**config.mk**
```make
export PLATFORM = sky130hd
export DESIGN_NAME = sdram_ap_tracker
export DESIGN_NICKNAME = d
export VERILOG_FILES = /design/src/rtl/sdram_ap_pkg.sv /design/src/rtl/sdram_ap_bank.sv /design/src/rtl/sdram_ap_dbus.sv /design/src/rtl/sdram_ap_tracker.sv
export SDC_FILE = /design/constraint.sdc
export NUM_CORES = 1
export LEC_CHECK = 0
export ABC_AREA = 1
export CAP_MARGIN = 20
export CORE_MARGIN = 10
export CORE_UTILIZATION = 50
export DETAILED_ROUTE_END_ITERATION = 10
export PLACE_DENSITY = 0.82
export SYNTH_ARGS = -nofsm -noshare
export SYNTH_HDL_FRONTEND = slang
export SYNTH_SLANG_ARGS = --single-unit
```
**constraint.sdc**
```tcl
create_clock -name clk_i -period 3.9 [get_ports clk_i]
set_input_delay 0.585 -clock clk_i [delete_from_list [all_inputs] [get_ports clk_i]]
set_output_delay 0.585 -clock clk_i [all_outputs]
set_load 0.01 [all_outputs]
```
**src/rtl/sdram_ap_pkg.sv**
```systemverilog
`timescale 1ns/1ps
package sdram_ap_pkg;
  typedef enum logic [2:0] {
    CMD_NOP = 3'd0, CMD_ACT = 3'd1, CMD_RD = 3'd2, CMD_WR = 3'd3, CMD_PRE = 3'd4
  } cmd_e;

  typedef enum logic [2:0] {
    BS_IDLE = 3'd0, BS_ACT = 3'd1, BS_RD = 3'd2, BS_WR = 3'd3, BS_PRE = 3'd4
  } bstate_e;
endpackage

```
**src/rtl/sdram_ap_bank.sv**
```systemverilog
`timescale 1ns/1ps
module sdram_ap_bank
  import sdram_ap_pkg::*;
#(
  parameter int BL  = 4,
  parameter int TRP = 3,
  parameter int TWR = 2
) (
  input  logic    clk_i,
  input  logic    rst_ni,
  input  cmd_e    cmd_i,
  input  logic    sel_i,
  input  logic    other_acc_i,
  input  logic    ap_i,
  input  logic    cap_en_i,
  output bstate_e state_o,
  output logic    pre_start_o,
  output logic    err_o,
  output logic    conflict_o
);
  localparam int WPRE  = TWR + TRP;
  localparam int MAXC  = (BL > WPRE) ? BL : WPRE;
  localparam int CW    = $clog2(MAXC + 1);
  localparam logic [CW-1:0] BL_M1 = CW'(BL - 1);
  localparam logic [CW-1:0] RP_M1 = CW'(TRP - 1);
  localparam logic [CW-1:0] WP_M1 = CW'(WPRE - 1);

  bstate_e st_q, st_d;
  logic [CW-1:0] cnt_q, cnt_d;
  logic ap_q, ap_d, ps_q, ps_d;
  logic own_acc, err;

  assign own_acc = sel_i && (cmd_i == CMD_RD || cmd_i == CMD_WR);

  always_comb begin
    st_d  = st_q;
    cnt_d = cnt_q;
    ap_d  = ap_q;
    ps_d  = 1'b0;
    err   = 1'b0;
    unique case (st_q)
      BS_IDLE: begin
        if (sel_i && cmd_i == CMD_ACT) st_d = BS_ACT;
        else if (own_acc) err = 1'b1;
      end
      BS_ACT, BS_RD, BS_WR: begin
        if (own_acc) begin
          st_d  = (cmd_i == CMD_RD) ? BS_RD : BS_WR;
          cnt_d = BL_M1;
          ap_d  = ap_i;
        end else if (sel_i && cmd_i == CMD_PRE) begin
          st_d  = BS_PRE;
          cnt_d = RP_M1;
          ap_d  = 1'b0;
          ps_d  = 1'b1;
        end else if (st_q != BS_ACT) begin
          // burst ends naturally or is cut by an access elsewhere
          if (other_acc_i || cnt_q == '0) begin
            if (ap_q) begin
              st_d  = BS_PRE;
              cnt_d = (st_q == BS_RD) ? RP_M1 : WP_M1;
              ps_d  = 1'b1;
            end else begin
              st_d = BS_ACT;
            end
            ap_d = 1'b0;
          end else begin
            cnt_d = cnt_q - 1'b1;
          end
        end
      end
      BS_PRE: begin
        if (sel_i && (cmd_i == CMD_ACT || own_acc)) err = 1'b1;
        if (cnt_q == '0) st_d = BS_IDLE;
        else cnt_d = cnt_q - 1'b1;
      end
      default: st_d = BS_IDLE;
    endcase
  end

  always_ff @(posedge clk_i or negedge rst_ni) begin
    if (!rst_ni) begin
      st_q  <= BS_IDLE;
      cnt_q <= '0;
      ap_q  <= 1'b0;
      ps_q  <= 1'b0;
    end else begin
      st_q  <= st_d;
      cnt_q <= cnt_d;
      ap_q  <= ap_d;
      ps_q  <= ps_d;
    end
  end

  assign state_o     = st_q;
  assign pre_start_o = ps_q;
  assign err_o       = err;
  assign conflict_o  = !cap_en_i && other_acc_i && ap_q && (st_q == BS_RD || st_q == BS_WR);

  assert_pre_exit_R2: assert property (@(posedge clk_i) disable iff (!rst_ni)
    (st_q == BS_PRE) |=> (st_q == BS_PRE || st_q == BS_IDLE));
  assert_pre_start_R4: assert property (@(posedge clk_i) disable iff (!rst_ni)
    pre_start_o |-> (state_o == BS_PRE));
  assert_rd_intr_R6: assert property (@(posedge clk_i) disable iff (!rst_ni)
    (st_q == BS_RD && ap_q && other_acc_i) |=> (state_o == BS_PRE && pre_start_o));
  assert_idle_hold_R11: assert property (@(posedge clk_i) disable iff (!rst_ni)
    (st_q == BS_IDLE && err_o) |=> (state_o == BS_IDLE));
endmodule

```
**src/rtl/sdram_ap_dbus.sv**
```systemverilog
`timescale 1ns/1ps
module sdram_ap_dbus
  import sdram_ap_pkg::*;
#(
  parameter int BW = 2,
  parameter int BL = 4,
  parameter int CL = 3
) (
  input  logic          clk_i,
  input  logic          rst_ni,
  input  cmd_e          cmd_i,
  input  logic [BW-1:0] bank_i,
  input  logic          dqm_i,
  output logic          rd_valid_o,
  output logic [BW-1:0] rd_bank_o,
  output logic          contention_o
);
  localparam int BCW = $clog2(BL + 1);
  localparam logic [BCW-1:0] BL_M1 = BCW'(BL - 1);

  logic [BCW-1:0] iss_cnt_q, iss_cnt_d;
  logic [BW-1:0]  iss_bank_q, iss_bank_d, beat_b;
  logic           beat_v, wr, head_live;
  logic           dv_q [CL];
  logic [BW-1:0]  db_q [CL];
  logic           dqm_q1, dqm_q2, rv_q, ct_q;
  logic [BW-1:0]  rb_q;

  // issue side: one beat per cycle of the active read burst
  always_comb begin
    beat_v     = 1'b0;
    beat_b     = iss_bank_q;
    iss_cnt_d  = iss_cnt_q;
    iss_bank_d = iss_bank_q;
    if (cmd_i == CMD_RD) begin
      beat_v     = 1'b1;
      beat_b     = bank_i;
      iss_cnt_d  = BL_M1;
      iss_bank_d = bank_i;
    end else if (cmd_i == CMD_WR) begin
      iss_cnt_d = '0;
    end else if (iss_cnt_q != '0) begin
      beat_v    = 1'b1;
      iss_cnt_d = iss_cnt_q - 1'b1;
    end
  end

  assign wr        = (cmd_i == CMD_WR);
  assign head_live = dv_q[CL-1] && !dqm_q2;

  always_ff @(posedge clk_i or negedge rst_ni) begin
    if (!rst_ni) begin
      iss_cnt_q  <= '0;
      iss_bank_q <= '0;
      for (int i = 0; i < CL; i++) begin
        dv_q[i] <= 1'b0;
        db_q[i] <= '0;
      end
      dqm_q1 <= 1'b0;
      dqm_q2 <= 1'b0;
      rv_q   <= 1'b0;
      rb_q   <= '0;
      ct_q   <= 1'b0;
    end else begin
      iss_cnt_q  <= iss_cnt_d;
      iss_bank_q <= iss_bank_d;
      dv_q[0]    <= beat_v;
      db_q[0]    <= beat_b;
      for (int i = 1; i < CL; i++) begin
        dv_q[i] <= dv_q[i-1] && !wr;  // write flushes later beats
        db_q[i] <= db_q[i-1];
      end
      dqm_q1 <= dqm_i;
      dqm_q2 <= dqm_q1;
      rv_q   <= head_live && !wr;
      rb_q   <= db_q[CL-1];
      ct_q   <= head_live && wr;
    end
  end

  assign rd_valid_o   = rv_q;
  assign rd_bank_o    = rb_q;
  assign contention_o = ct_q;

  assert_dqm_mask_R9: assert property (@(posedge clk_i) disable iff (!rst_ni)
    rd_valid_o |-> !$past(dqm_i, 3));
  assert_wr_quiet_R7: assert property (@(posedge clk_i) disable iff (!rst_ni)
    (cmd_i == CMD_WR) |=> !rd_valid_o);
  assert_cont_src_R8: assert property (@(posedge clk_i) disable iff (!rst_ni)
    (cmd_i != CMD_WR) |=> !contention_o);
endmodule

```
**src/rtl/sdram_ap_tracker.sv**
```systemverilog
`timescale 1ns/1ps
module sdram_ap_tracker
  import sdram_ap_pkg::*;
#(
  parameter int NUM_BANKS = 4,
  parameter int BL        = 4,
  parameter int CL        = 3,
  parameter int TRP       = 3,
  parameter int TWR       = 2,
  localparam int BW       = $clog2(NUM_BANKS)
) (
  input  logic                   clk_i,
  input  logic                   rst_ni,
  input  logic [2:0]             cmd_i,
  input  logic [BW-1:0]          bank_i,
  input  logic                   ap_i,
  input  logic                   dqm_i,
  input  logic                   cap_en_i,
  output logic [NUM_BANKS*3-1:0] bank_state_o,
  output logic [NUM_BANKS-1:0]   pre_start_o,
  output logic                   rd_valid_o,
  output logic [BW-1:0]          rd_bank_o,
  output logic                   contention_o,
  output logic                   ap_conflict_o,
  output logic                   err_o
);
  cmd_e cmd;
  logic is_acc;
  logic [NUM_BANKS-1:0] err_vec, conf_vec;
  logic err_q, conf_q;

  assign cmd    = cmd_e'(cmd_i);
  assign is_acc = (cmd == CMD_RD) || (cmd == CMD_WR);

  for (genvar b = 0; b < NUM_BANKS; b++) begin : g_bank
    logic    sel;
    bstate_e st;
    assign sel = (bank_i == BW'(b));
    sdram_ap_bank #(.BL(BL), .TRP(TRP), .TWR(TWR)) u_bank (
      .clk_i       (clk_i),
      .rst_ni      (rst_ni),
      .cmd_i       (cmd),
      .sel_i       (sel),
      .other_acc_i (is_acc && !sel),
      .ap_i        (ap_i),
      .cap_en_i    (cap_en_i),
      .state_o     (st),
      .pre_start_o (pre_start_o[b]),
      .err_o       (err_vec[b]),
      .conflict_o  (conf_vec[b])
    );
    assign bank_state_o[3*b +: 3] = st;
  end

  sdram_ap_dbus #(.BW(BW), .BL(BL), .CL(CL)) u_dbus (
    .clk_i        (clk_i),
    .rst_ni       (rst_ni),
    .cmd_i        (cmd),
    .bank_i       (bank_i),
    .dqm_i        (dqm_i),
    .rd_valid_o   (rd_valid_o),
    .rd_bank_o    (rd_bank_o),
    .contention_o (contention_o)
  );

  always_ff @(posedge clk_i or negedge rst_ni) begin
    if (!rst_ni) begin
      err_q  <= 1'b0;
      conf_q <= 1'b0;
    end else begin
      err_q  <= err_q | (|err_vec);
      conf_q <= conf_q | (|conf_vec);
    end
  end

  assign err_o         = err_q;
  assign ap_conflict_o = conf_q;

  assert_err_sticky_R11: assert property (@(posedge clk_i) disable iff (!rst_ni)
    err_o |=> err_o);
  assert_conf_sticky_R10: assert property (@(posedge clk_i) disable iff (!rst_ni)
    ap_conflict_o |=> ap_conflict_o);
  assert_conf_gate_R10: assert property (@(posedge clk_i) disable iff (!rst_ni)
    (cap_en_i && !ap_conflict_o) |=> !ap_conflict_o);
endmodule

```
### Word-level counts from Yosys, hierarchy flattened

Index checks and enable logic that the tools add are counted.

| word-level totals | value |
|---|---|
| register bits after elaboration | 52 |
| input bits | 10 |
| output and inout bits | 22 |

| cells by class | value |
|---|---|
| add/sub/neg operators | 5 |
| eq/ne operators | 51 |
| muxes and demuxes | 127 |
| bitwise operators | 2 |
| reductions and logical operators | 98 |

Operator list:

| operator | count |
|---|---|
| 3-bit two-way mux | 59 |
| 1-bit two-way mux | 56 |
| 1-bit logical AND | 37 |
| 3-bit case mux with 3 select lines | 4 |
| 4-bit by 1-bit inequality test with 1-bit output (second input constant) | 8 |
| 4-bit AND reduction | 8 |
| 3-bit by 2-bit == test with 1-bit output (second input constant) | 10 |
| 3-bit nonzero test | 10 |
| 3-bit zero test | 8 |
| 3-bit case mux with 2 select lines | 4 |
| 5-bit by 2-bit inequality test with 1-bit output (second input constant) | 4 |
| 2-bit by 1-bit inequality test with 1-bit output (second input constant) | 8 |
| 3-bit by 1-bit == test with 1-bit output (second input constant) | 5 |
| 3-bit == test (second input constant) | 5 |
| 3-bit by 1-bit subtractor with 3-bit output (second input constant) | 5 |
| 1-bit logical OR | 13 |
| 3-bit by 1-bit inequality test with 1-bit output (second input constant) | 4 |
| 3-bit AND reduction | 4 |
| 3-bit OR reduction | 4 |
| 2-bit inequality test (second input constant) | 4 |
| 1-bit case mux with 2 select lines | 4 |
| 2-bit nonzero test | 4 |
| 4-bit OR reduction | 2 |
| 1-bit zero test | 7 |
| 4 further kinds | 6 |

### Longest topological paths before layout

| depth | value |
|---|---|
| word-level depth | 9 |
| mapped depth | 12 |

### Hierarchy

From an unflattened synthesis, not the netlist that was laid out.

| unflattened totals | value |
|---|---|
| cell total of the unflattened synthesis | 513 |
| area total of the unflattened synthesis | 3407.0 um^2 |

By module, submodules not included:

| module | times used | cells an instance | area an instance (um^2) | seq. area each (um^2) |
|---|---|---|---|---|
| sdram_ap_bank | 4 | 108 | 653.1 | 200.2 |
| sdram_ap_dbus | 1 | 58 | 658.1 | 450.4 |
| sdram_ap_tracker | 1 | 23 | 136.4 | 50.0 |

### Least setup slack after synthesis

OpenSTA, ideal clock, no wires.

| path | value |
|---|---|
| kind | input to register |
| start point | input port cmd_i[0] |
| end point | register g_bank[1].u_bank.st_q[0] |
| library setup time | 116 ps |
| arrival | 1460 ps |
| data required time | 3784 ps |
| path slack | 2324 ps |
| stages | 9 |
| buffers on the path | 1 |
| path through | buf_2 nor2_1 nand2_1 nor2_1 nor2_1 nand2_1 nand3_2 nand2_1 nand2_1 |

| on the way | value |
|---|---|
| word-level cells in the longest chain between the ends | 6 |

Ends and longest elaborated chain:

| what | RTL line | RTL |
|---|---|---|
| from (decl) | sdram_ap_tracker.sv:14 | `input logic [2:0] cmd_i,` |
| 3-bit by 2-bit == test with 1-bit output (on tied branches) | sdram_ap_bank.sv:33, sdram_ap_bank.sv:48, sdram_ap_tracker.sv:33 |  |
| 1-bit logical OR | sdram_ap_bank.sv:33, sdram_ap_tracker.sv:33 |  |
| 1-bit logical AND | sdram_ap_tracker.sv:44 | `.other_acc_i (is_acc && !sel),` |
| 1-bit logical OR | sdram_ap_bank.sv:58 | `if (other_acc_i \|\| cnt_q == '0) begin` |
| 4-bit by 1-bit inequality test with 1-bit output (no line) | n/a |  |
| 4-bit AND reduction (no line) | n/a |  |
| to (signal assigned) | sdram_ap_bank.sv:88 | `st_q <= st_d;` |
| to (decl) | sdram_ap_bank.sv:28 | `bstate_e st_q, st_d;` |

Parallel ways exist; a longest one is shown, timed or not.
A chain may end at the register's enable or synchronous reset.

### Final worst setup path

| path | value |
|---|---|
| start point | input port cmd_i[1] |
| end point | register g_bank[3].u_bank.cnt_q[2] |

| on the way | value |
|---|---|
| word-level cells in the longest chain between the ends | 9 |

Ends and longest elaborated chain:

| what | RTL line | RTL |
|---|---|---|
| 3-bit by 2-bit == test with 1-bit output | sdram_ap_bank.sv:33, sdram_ap_tracker.sv:33 |  |
| 1-bit logical OR | sdram_ap_bank.sv:33, sdram_ap_tracker.sv:33 |  |
| 1-bit logical AND | sdram_ap_tracker.sv:44 |  |
| 1-bit logical OR | sdram_ap_bank.sv:58 |  |
| 3-bit two-way mux | sdram_ap_bank.sv:58 |  |
| 3-bit two-way mux | sdram_ap_bank.sv:56 | `end else if (st_q != BS_ACT) begin` |
| 3-bit two-way mux | sdram_ap_bank.sv:51 | `end else if (sel_i && cmd_i == CMD_PRE) begin` |
| 3-bit two-way mux | sdram_ap_bank.sv:47 | `if (own_acc) begin` |
| 3-bit case mux with 2 select lines | sdram_ap_bank.sv:41 | `unique case (st_q)` |
| to (signal assigned) | sdram_ap_bank.sv:89 | `cnt_q <= cnt_d;` |
| to (decl) | sdram_ap_bank.sv:29 | `logic [CW-1:0] cnt_q, cnt_d;` |

Parallel ways exist; a longest one is shown, timed or not. The select of a mux whose other input is x is not followed.

==> reports/results.txt <==
internal power: 0.00139 W
CP Buf/Inv Count: 2
CTS Sinks: 52
Area Growth Syn to Fin: 13.9%
Setup Viol. Count Final: 0
FMAX: 433 MHz
CTS root buffer: clkbuf_8
wire length per cell: 12.7 um
met1 Use GR: 0.191
clk_skew: 0.00634 ns
CP Class: in2reg
sw frac: 0.470
Slowest Stage Delay on Critical Path: 0.54 ns
start point of the critical path: cmd_i[1]
Startpoint Class: input pin
worst reg2reg startpoint: g_bank[1].u_bank.state_o[1]$_DFFE_PN0P_
Async SR Flop Fraction: 1.00
Die X: 101 um
post-synth top area share: 0.395
worst skew pair latency: 0.31 ns
Seq/Total Area, Yosys: 0.395
cell taking the most area after synthesis: dfrtp_1
crit end category: flip-flop
clock power share: 0.125
busiest grt layer: met2
P_leak: 2.04 nW
Post-synth EDFFs: 0
met3 Use GR: 0.0368
syn avg cell area: 6.73 sq um
postcts setup bufs: 0
DRC: 0
Slew @ Worst Pin: 0.502 ns
vias per cell: 5.15
sequential power share: 0.320
Final TNS setup: 0 ns
Die Footprint: 10200 sq um
min cycle time layout: 2.31 ns
vias in the first global route: 3025
met2 Usage GRT: 0.266
status: finished, final reports clean
max cap viols: 0
PortBufs: 31
htree depth: 2
Slew Limit Fails: 0
top cells by count, synth: nand2_1, inv_1, nor2_1
dpl hpwl: 5980 um
fin crit share: 0.592
setup ws final: 1.59 ns
Total Wirelength: 7620 um
placeable core area: 6390 sq um
final hold violation count: 0
Synthesis Warnings: 0
CTS tree: built
IO Pins: 32
post_cts resized: 0
RSZ-0062 raised after global routing: no
1st-pass router iterations: 5
Synth Instances: 489
Yosys reg bits: 52
GRT overflow: 0
most frequent cell after synthesis: nand2_1
Arr. time, crit path: 2.57 ns
cell repeated most along the worst path: nand2_1
ANT nets after route: 0
Antenna Cells: 0
hold-fix buffers at CTS: 0
Starting Density: 0.515
Total Power: 0.00263 W
worst-case vdd ir drop: 0.369 mV
first-pass GRT wire length: 13300 um
family with the most delay on the worst path: simple AND/OR/NAND/NOR gates
WP data required: 4.16 ns
Die H: 101 um
total number of vias: 3090
CTS clock-pin slew for the worst setup and hold paths: 0.11 ns
Distinct cells, synth: 27
initial antenna violation count: 0
ys flop type: dfrtp_1
ranking of synthesized cells by area: dfrtp_1, nand2_1, inv_1, nor2_1, nand3_1
Num CTS Buffers: 5
filler cell count: 621
Sw Pwr: 0.00123 W
nets: 542
CP Max Fanout: 12
Max clock buf depth: 2
syn_nets: 509
largest net degree at the start of global routing: 32
worst relative slew slack: 0.662
overall routing resource usage: 0.155
Slowest-stage cell, CP: clkdlybuf4s50_1
critical path cell sequence: clkdlybuf4s50_1, inv_1, nor2_2, nand2_1, nand3_2, o21ai_1, nor2_1, nand2_1, nand2_1
share of cells above drive strength 1: 0.0688
Comb power frac: 0.556
DR iter-0 viols: 140
HP Class: in2async
Core Rows: 29
pwr dens: 701 nW/um^2
Mapped Area: 3290 sq um
routability congestion estimate: 0.932
worst slack at placement: 1.29 ns
## worst register-to-register path: stages (launching register included)
cell and delay (ns):
dfrtp_1 0.46, nor2_1 0.15, nand2_1 0.17, nor2_1 0.17, inv_1 0.08, nand2_1 0.06
nand2_1 0.08, inv_1 0.06, nand2_1 0.08, nand2_1 0.08, nand2_1 0.05
## per-stage QoR
step	cells	cell area [sq um]	hold slack, ns	util
2_1_floorplan	489	3290	0.289	-
3_3_place_gp	592	3650	0.332	0.572
3_5_place_dp	592	3650	0.338	0.572
4_1_cts	600	3750	0.240	0.587
5_1_grt	600	3750	0.239	0.587
6_report	600	3750	0.219	0.587
## path summary, 6_finish.rpt
kind                                                          to  slack, ns  cells after the start
min in group clk_i                       u_dbus.dqm_q2$_DFF_PN0_       0.35                      0
max                        g_bank[3].u_bank.cnt_q[2]$_DFFE_PN0P_       1.59                      9
min reg2reg                              u_dbus.dqm_q2$_DFF_PN0_       0.35                      0
max reg2reg                g_bank[1].u_bank.cnt_q[0]$_DFFE_PN0P_       2.34                     10
min                                u_dbus.rd_bank_o[0]$_DFF_PN0_       0.22                      1
max in group asynchronous               u_dbus.dv_q[2]$_DFF_PN0_       2.90                      2
## sequential cells by signal, summed over array words and instances (netlist names)
name,flops
ap_conflict_o,1
err_o,1
g_bank.u_bank.ap_q,4
g_bank.u_bank.cnt_q,12
g_bank.u_bank.pre_start_o,4
g_bank.u_bank.state_o,12
u_dbus.contention_o,1
u_dbus.db_q,6
u_dbus.dqm_q1,1
u_dbus.dqm_q2,1
u_dbus.dv_q,3
u_dbus.iss_cnt_q,3
u_dbus.rd_bank_o,2
u_dbus.rd_valid_o,1
## power groups by stage
| stage | Sequential [W] | Combinational (W) | Clock, W |
|---|---|---|---|
| after global routing | 0.000863 | 0.00171 | 0.000359 |
| after global placement | 0.000846 | 0.00142 | 0 |
| after detailed placement | 0.000851 | 0.00146 | 0 |
| after CTS | 0.000840 | 0.00146 | 0.000338 |
| after floorplan | 0.000840 | 0.00108 | 0 |
| final | 0.000840 | 0.00146 | 0.000328 |
## logic make-up after synthesis
| group | after synthesis | share of synthesized area |
|---|---|---|
| compound gates | 42 | 0.0680 |
| fa+ha+maj | 10 | 0.0380 |
| simple gates | 302 | 0.391 |
| buf+inv | 79 | 0.0973 |
| flops | 52 | 0.395 |
| xor+xnor | 4 | 0.0106 |
## final cells by class
class,count,area (sq um),share of cell area
clock inverters,3,26.3,0.00701
flip-flops and latches,52,1300,0.347
repair buffers,32,313,0.0834
well taps,77,96.3,0.0257
inverters,73,274,0.0731
clock buffers,5,68.8,0.0184
multi-input cells,358,1670,0.445
## per-layer routing
layer | wire length, um | vias up
met5 | 0 | -
met4 | 75 | 0
met3 | 459 | 8
met2 | 3730 | 87
met1 | 3350 | 1417
li1 | - | 1578
## placed cells by master (no fill, tap or decap), types with 5 or more instances in the layout
cell / Yosys / layout
a21oi_1: 11 / 11
clkbuf_8: 0 / 5
clkdlybuf4s50_1: 0 / 30
dfrtp_1: 52 / 52
ha_1: 10 / 10
inv_1: 71 / 71
nand2_1: 167 / 167
nand2_2: 8 / 8
nand3_1: 30 / 30
nand3_2: 6 / 6
nand4_1: 5 / 5
nor2_1: 64 / 64
nor2_2: 9 / 9
nor3_1: 9 / 9
o21ai_0: 23 / 23
Power figures use the tool's default switching activity.
